[config.mk]
export PLATFORM = sky130hd
export DESIGN_NAME = cpwm_top
export DESIGN_NICKNAME = d
export VERILOG_FILES = /design/src/rtl/cpwm_pkg.sv /design/src/rtl/cpwm_regs.sv /design/src/rtl/cpwm_timebase.sv /design/src/rtl/cpwm_deadband.sv /design/src/rtl/cpwm_top.sv
export SDC_FILE = /design/constraint.sdc
export NUM_CORES = 1
export LEC_CHECK = 0
export BUFFER_PORTS_ARGS = -buffer_cell sky130_fd_sc_hd__buf_4
export CAP_MARGIN = 20
export CORE_MARGIN = 2
export CORE_UTILIZATION = 45
export CTS_BUF_LIST = sky130_fd_sc_hd__clkbuf_4 sky130_fd_sc_hd__clkbuf_8 sky130_fd_sc_hd__clkbuf_16
export DETAILED_ROUTE_END_ITERATION = 12
export MAX_ROUTING_LAYER = met4
export RECOVER_POWER = 50
export SLEW_MARGIN = 20
export SYNTH_ARGS = -nofsm -noshare
export SYNTH_HDL_FRONTEND = slang
export SYNTH_SLANG_ARGS = --single-unit
[constraint.sdc]
create_clock -name clk -period 9.23 [get_ports clk]
set_clock_uncertainty 0.2 [all_clocks]
set_input_delay 0 -clock clk [delete_from_list [all_inputs] [get_ports clk]]
set_output_delay 0 -clock clk [all_outputs]
set_load 0.05 [all_outputs]
[src/rtl/cpwm_pkg.sv]
`timescale 1ns/1ps
package cpwm_pkg;
  localparam int unsigned A_PERIOD = 0;
  localparam int unsigned A_REPEAT = 1;
  localparam int unsigned A_DEAD   = 2;
  localparam int unsigned A_POL    = 3;
  localparam int unsigned A_IDLE   = 4;
  localparam int unsigned A_ENABLE = 5;
  localparam int unsigned A_MASK   = 6;
  localparam int unsigned A_DUTY0  = 8;
endpackage

[src/rtl/cpwm_regs.sv]
`timescale 1ns/1ps
module cpwm_regs #(
  parameter int NCH = 4,
  parameter int CW  = 16,
  parameter int RW  = 8,
  parameter int DTW = 8,
  parameter int AW  = 4,
  localparam int OW = 2 * NCH
) (
  input  logic              clk,
  input  logic              rst,
  input  logic              we,
  input  logic [AW-1:0]     addr,
  input  logic [CW-1:0]     wdata,
  input  logic              safe_req,
  output logic [CW-1:0]     per_sh,
  output logic [RW-1:0]     rep_sh,
  output logic [DTW-1:0]    dead,
  output logic [OW-1:0]     pol,
  output logic [OW-1:0]     idle,
  output logic              en,
  output logic [OW-1:0]     mask,
  output logic [NCH*CW-1:0] duty_sh
);
  import cpwm_pkg::*;

  always_ff @(posedge clk) begin
    if (rst) begin
      per_sh <= '0;
      rep_sh <= '0;
      dead   <= '0;
      pol    <= '0;
      idle   <= '0;
      en     <= 1'b0;
      mask   <= '0;
    end else begin
      if (we) begin
        if (addr == AW'(A_PERIOD)) per_sh <= wdata;
        if (addr == AW'(A_REPEAT)) rep_sh <= wdata[RW-1:0];
        if (addr == AW'(A_DEAD))   dead   <= wdata[DTW-1:0];
        if (addr == AW'(A_POL))    pol    <= wdata[OW-1:0];
        if (addr == AW'(A_IDLE))   idle   <= wdata[OW-1:0];
        if (addr == AW'(A_ENABLE)) en     <= wdata[0];
        if (addr == AW'(A_MASK))   mask   <= wdata[OW-1:0];
      end
      if (safe_req) en <= 1'b0;  // protection wins over software
    end
  end

  for (genvar i = 0; i < NCH; i++) begin : g_duty
    always_ff @(posedge clk) begin
      if (rst)
        duty_sh[i*CW +: CW] <= '0;
      else if (we && addr == AW'(A_DUTY0 + i))
        duty_sh[i*CW +: CW] <= wdata;
    end
  end
endmodule

[src/rtl/cpwm_timebase.sv]
`timescale 1ns/1ps
module cpwm_timebase #(
  parameter int CW = 16,
  parameter int RW = 8
) (
  input  logic          clk,
  input  logic          rst,
  input  logic [CW-1:0] per_sh,
  input  logic [RW-1:0] rep_sh,
  output logic [CW-1:0] cnt,
  output logic [CW-1:0] per_act,
  output logic          upd_now,
  output logic          upd_pulse
);
  logic [RW-1:0] rep_left;
  logic [CW:0]   cnt_inc;
  logic          wrap;

  assign cnt_inc = {1'b0, cnt} + 1'b1;
  assign wrap    = cnt_inc >= {1'b0, per_act};
  assign upd_now = wrap && (rep_left == '0);

  always_ff @(posedge clk) begin
    if (rst) begin
      cnt       <= '0;
      per_act   <= '0;
      rep_left  <= '0;
      upd_pulse <= 1'b0;
    end else begin
      cnt       <= wrap ? '0 : cnt_inc[CW-1:0];
      upd_pulse <= upd_now;
      if (upd_now) begin
        per_act  <= per_sh;
        rep_left <= rep_sh;
      end else if (wrap) begin
        rep_left <= rep_left - 1'b1;
      end
    end
  end
endmodule

[src/rtl/cpwm_deadband.sv]
`timescale 1ns/1ps
module cpwm_deadband #(
  parameter int DTW = 8
) (
  input  logic           clk,
  input  logic           rst,
  input  logic           raw,
  input  logic [DTW-1:0] dead,
  output logic           qual
);
  logic [DTW-1:0] run;

  // counts clocks since raw rose, saturating at the dead time
  always_ff @(posedge clk) begin
    if (rst || !raw)   run <= '0;
    else if (run < dead) run <= run + 1'b1;
  end

  assign qual = raw && (run >= dead);
endmodule

[src/rtl/cpwm_top.sv]
`timescale 1ns/1ps
module cpwm_top #(
  parameter int NCH = 4,
  parameter int CW  = 16,
  parameter int RW  = 8,
  parameter int DTW = 8,
  parameter int AW  = 4
) (
  input  logic           clk,
  input  logic           rst,
  input  logic           cfg_we,
  input  logic [AW-1:0]  cfg_addr,
  input  logic [CW-1:0]  cfg_wdata,
  input  logic           safe_req,
  output logic [NCH-1:0] gate_hi,
  output logic [NCH-1:0] gate_lo,
  output logic           upd_pulse
);
  localparam int OW = 2 * NCH;

  logic [CW-1:0]     per_sh, per_act, cnt_w;
  logic [RW-1:0]     rep_sh;
  logic [DTW-1:0]    dead_q;
  logic [OW-1:0]     pol_q, idle_q, mask_q;
  logic              en_q, upd_now;
  logic [NCH*CW-1:0] duty_sh;
  logic [CW-1:0]     duty_act [NCH];
  logic [OW-1:0]     raw, qual, drive, gate_q;
  logic [NCH-1:0]    act_hi_q, act_lo_q;

  cpwm_regs #(.NCH(NCH), .CW(CW), .RW(RW), .DTW(DTW), .AW(AW)) u_regs (
    .clk(clk), .rst(rst), .we(cfg_we), .addr(cfg_addr), .wdata(cfg_wdata),
    .safe_req(safe_req), .per_sh(per_sh), .rep_sh(rep_sh), .dead(dead_q),
    .pol(pol_q), .idle(idle_q), .en(en_q), .mask(mask_q), .duty_sh(duty_sh)
  );

  cpwm_timebase #(.CW(CW), .RW(RW)) u_tb (
    .clk(clk), .rst(rst), .per_sh(per_sh), .rep_sh(rep_sh), .cnt(cnt_w),
    .per_act(per_act), .upd_now(upd_now), .upd_pulse(upd_pulse)
  );

  for (genvar i = 0; i < NCH; i++) begin : g_ch
    always_ff @(posedge clk) begin
      if (rst)          duty_act[i] <= '0;
      else if (upd_now) duty_act[i] <= duty_sh[i*CW +: CW];
    end
    assign raw[i]       = cnt_w < duty_act[i];
    assign raw[NCH + i] = ~raw[i];
  end

  for (genvar k = 0; k < OW; k++) begin : g_db
    cpwm_deadband #(.DTW(DTW)) u_db (
      .clk(clk), .rst(rst), .raw(raw[k]), .dead(dead_q), .qual(qual[k])
    );
  end

  assign drive = {OW{en_q & ~safe_req}} & mask_q;

  always_ff @(posedge clk) begin
    if (rst) begin
      gate_q   <= '0;
      act_hi_q <= '0;
      act_lo_q <= '0;
    end else begin
      gate_q   <= (drive & (qual ^ pol_q)) | (~drive & idle_q);
      act_hi_q <= qual[NCH-1:0];
      act_lo_q <= qual[OW-1:NCH];
    end
  end

  assign gate_hi = gate_q[NCH-1:0];
  assign gate_lo = gate_q[OW-1:NCH];
endmodule

==> flow_summary.yaml <==
outcome:
  status: "finished, violations left"
  violations: "max-capacitance violations, max-slew violations"
clock_network:
  clkTransAtPathRegs_ps: 60
  worstSkewPairLatency_ps: 520
  postCtsSetupRepairBufs: 0
  ctsHtreeMaxLevel: 2
  cts_sinks: 298
  tritoncts_buffers: 36
  buffer_type_at_the_clock_tree_root: "sky130_fd_sc_hd__clkbuf_16"
  cts_buffer_depth: 3
  clock_tree_from_tritoncts: "built"
  cts_resized: 0
  cts-hold-fix-buffers: 26
logic_synthesis:
  synth_area_per_cell_sq_um: 9.14
  count_of_synthesis_stage_warnings_from_yosys: 0
  post_synth_main_area_contributors: "sky130_fd_sc_hd__dfxtp_1, sky130_fd_sc_hd__edfxtp_1, sky130_fd_sc_hd__ha_1"
  synth.cell_area_sq_mm: 0.0151
  synth.distinct_cells: 63
  synth_xor_area_frac: 0.0406
  post_synth_and_or_nand_nor_area_fraction: 0.199
  synth_compound_area_frac: 0.116
  synth_most_common_cell: "sky130_fd_sc_hd__dfxtp_1"
  post_synth_mux_area_share: 0.0325
  yosys_most_used_dff: "sky130_fd_sc_hd__dfxtp_1"
  synth_fa_ha_area_frac: 0.124
  yosysTopAreaCell: "sky130_fd_sc_hd__dfxtp_1"
  synth-edff-count: 64
  synth_largest_type_area_fraction: 0.310
  synth_fp_nets: 1826
  ys_async_sr_fraction: 0
  synth_cells: 1652
  ys_seq_area_frac: 0.438
  synth_commonest_cells: "sky130_fd_sc_hd__dfxtp_1, sky130_fd_sc_hd__nand2_1, sky130_fd_sc_hd__ha_1, sky130_fd_sc_hd__nor2_1, sky130_fd_sc_hd__a21oi_1"
  postSynthRegisterBits: 298
  synth_top_family_by_area: "simple AND/OR/NAND/NOR gates"
timing:
  final_report_max_slew_violation_count: 124
  max_clock_freq_mhz: 175
  final_hold_viol_count: 0
  hold-worst-slack_ps: 30.6
  unrepaired_setup_endpoints_after_global_routing: "no"
  finalCritPeriodShare: 0.619
  worst_slew_pin_slew_ps: 3450
  finalSetupViolCount: 0
  timing.final.ws_setup_ps: 3510
  timing.final.crit_period_ps: 5720
  setup_tns_ps: 0
  worst_slew_margin_rel: -1.30
setup_path:
  critical-path-top-delay-family: "buffers and inverters"
  cp_slowest_stage_delay_ps: 2530
  crit_buf_inv: 5
  critical_path.max_fanout: 76
  critPathArrivalTime_ps: 5910
  crit_path_start_kind: "input pin"
  criticalPathCategory: "input pin to flop"
  crit_required_ps: 9420
  slowest_stage: "sky130_fd_sc_hd__clkbuf_1"
  cp-end-kind: "flop"
  path_cells: "dlygate4sd3_1, buf_4, clkbuf_1, clkbuf_1, nor3_1, dlygate4sd3_1"
finish:
  fraction_of_layout_instances_using_a_drive_strength_above_1: 0.0566
  num-fill-cells: 3087
  layout.nets: 1859
  diodes_inserted: 0
  area_growth_syn_to_layout_pct: 13.0
  finish.instance_area_sq_mm: 0.0171
  final_standard_cell_count_with_taps_included_and_fillers_excluded: 2161
route:
  drt_first_iter_violations: 661
  route.final.wire_length_microns: 37000
  dr.pass1.iters: 5
  drt-vias-per-instance: 5.34
  drc: 0
  routed-via-count: 11544
  detail_route.wl_per_cell_microns: 17.1
  detail-route-antenna-nets: 0
floorplan:
  rows: 67
  num_io_pins: 33
  initial_core_util: 0.454
  die_y_microns: 187
  core-area_sq_mm: 0.0333
  die_w_microns: 187
  dieArea_sq_mm: 0.0350
placement:
  post-place-ws_ps: 4280
  detailedPlacementHpwl_microns: 25200
  dpl_cell_area_sq_mm: 0.0157
  dp_cells: 2068
  placement.io_buffers: 32
  gp_congestion: 0.823
flow_run:
  max_cap_viol_count: 3
power:
  power.density_mw_per_mm2: 206
  total_leakage_power_uw: 0.00689
  ir_worst_vdd_uv: 161
global_routing:
  global_route.overflow_total: 0
  grt_antenna_before_repair: 1
  largest_net_degree_at_the_start_of_global_routing: 77
  vias_in_the_first_global_route: 11046
  globalRouteTotalUtil: 0.218
  first_pass_grt_wire_length_microns: 59800
hold_path:
  holdCritPathClass: "input pin to flop"
-- cell type report --
class / count / area, sq um / share of cell area
multi-input cells: 1166 / 7760 / 0.455
clock inverters: 20 / 156 / 0.00917
flip-flops and latches: 298 / 6610 / 0.387
well taps: 448 / 561 / 0.0329
clock buffers: 46 / 1010 / 0.0593
repair buffers: 70 / 542 / 0.0318
inverters: 113 / 424 / 0.0249
-- routing by layer --
layer / share of wire / global-route usage
met1: 0.49 / 0.304
met2: 0.45 / 0.337
met3: 0.046 / 0.0253
met4: 0.021 / 0.0571
met5: 0 / -
-- cells by family after synthesis --
group,count (synthesis)
buffers and inverters,188
muxes,49
DFF,298
xor gates and xnor gates,70
adders and majority gates,150
and+or+nand+nor,629
AOI/OAI and AO/OA,268
-- power by group --
part	internal, uW	total (uW)	switching, uW
logic	184	592	408
clock network	833	1390	561
registers	1480	1530	53.3
-- worst register-to-register path: stages (launching register included) --
cell	delay, ps
sky130_fd_sc_hd__dfxtp_1	550
sky130_fd_sc_hd__ha_1	300
sky130_fd_sc_hd__nand4_1	180
sky130_fd_sc_hd__nor3_2	310
sky130_fd_sc_hd__nand3_1	130
sky130_fd_sc_hd__xnor2_1	170
sky130_fd_sc_hd__ha_1	320
sky130_fd_sc_hd__nand4_1	170
sky130_fd_sc_hd__a311oi_1	390
sky130_fd_sc_hd__o31a_1	710
sky130_fd_sc_hd__nor2_1	290
sky130_fd_sc_hd__o21ai_4	190
sky130_fd_sc_hd__buf_4	660
-- layout by cell type (no fill, tap or decap), drive strengths merged, types with 18 or more instances in the layout --
cell,synthesis,layout
mux2i,49,49
edfxtp,64,64
nor2,150,150
a21oi,121,121
nor3,29,29
a21o,41,41
clkbuf,55,61
nand4,25,25
and2,71,71
xnor2,66,66
dlygate4sd3,0,26
o31ai,18,18
nand2,207,207
buf,20,29
o21ai,22,22
and3,30,30
inv,113,115
dfxtp,234,234
ha,150,150
nand3,49,49
-- final timing paths --
path	startpoint	to	slack, ps	cells past startpoint
setup / recovery	rst	u_regs.en$_SDFFE_PP0P_	3510	6
hold / removal	cfg_addr[3]	u_regs.duty_sh[39]$_SDFFE_PP0P_	30	6
setup reg to reg	u_tb.cnt[0]$_SDFF_PP0_	duty_act[1][13]$_SDFFCE_PN0P_	4220	12
hold reg to reg	u_regs.duty_sh[48]$_SDFFE_PP0P_	u_regs.duty_sh[48]$_SDFFE_PP0P_	250	2
-- state kept, by name (all words and copies together) (netlist names), 16 cells and up --
| register | flops |
|---|---|
| u_regs.per_sh | 16 |
| duty_act | 64 |
| g_db.u_db.run | 64 |
| u_tb.per_act | 16 |
| u_regs.duty_sh | 64 |
| u_tb.cnt | 16 |
-- through the flow --
stage,total power [uW],util
after CTS,3540,0.514
final,3520,0.513
after global routing,3680,0.513
after detailed placement,2140,0.471
after global placement,2130,0.471
after floorplan,1990,-
Power figures use the tool's default switching activity.
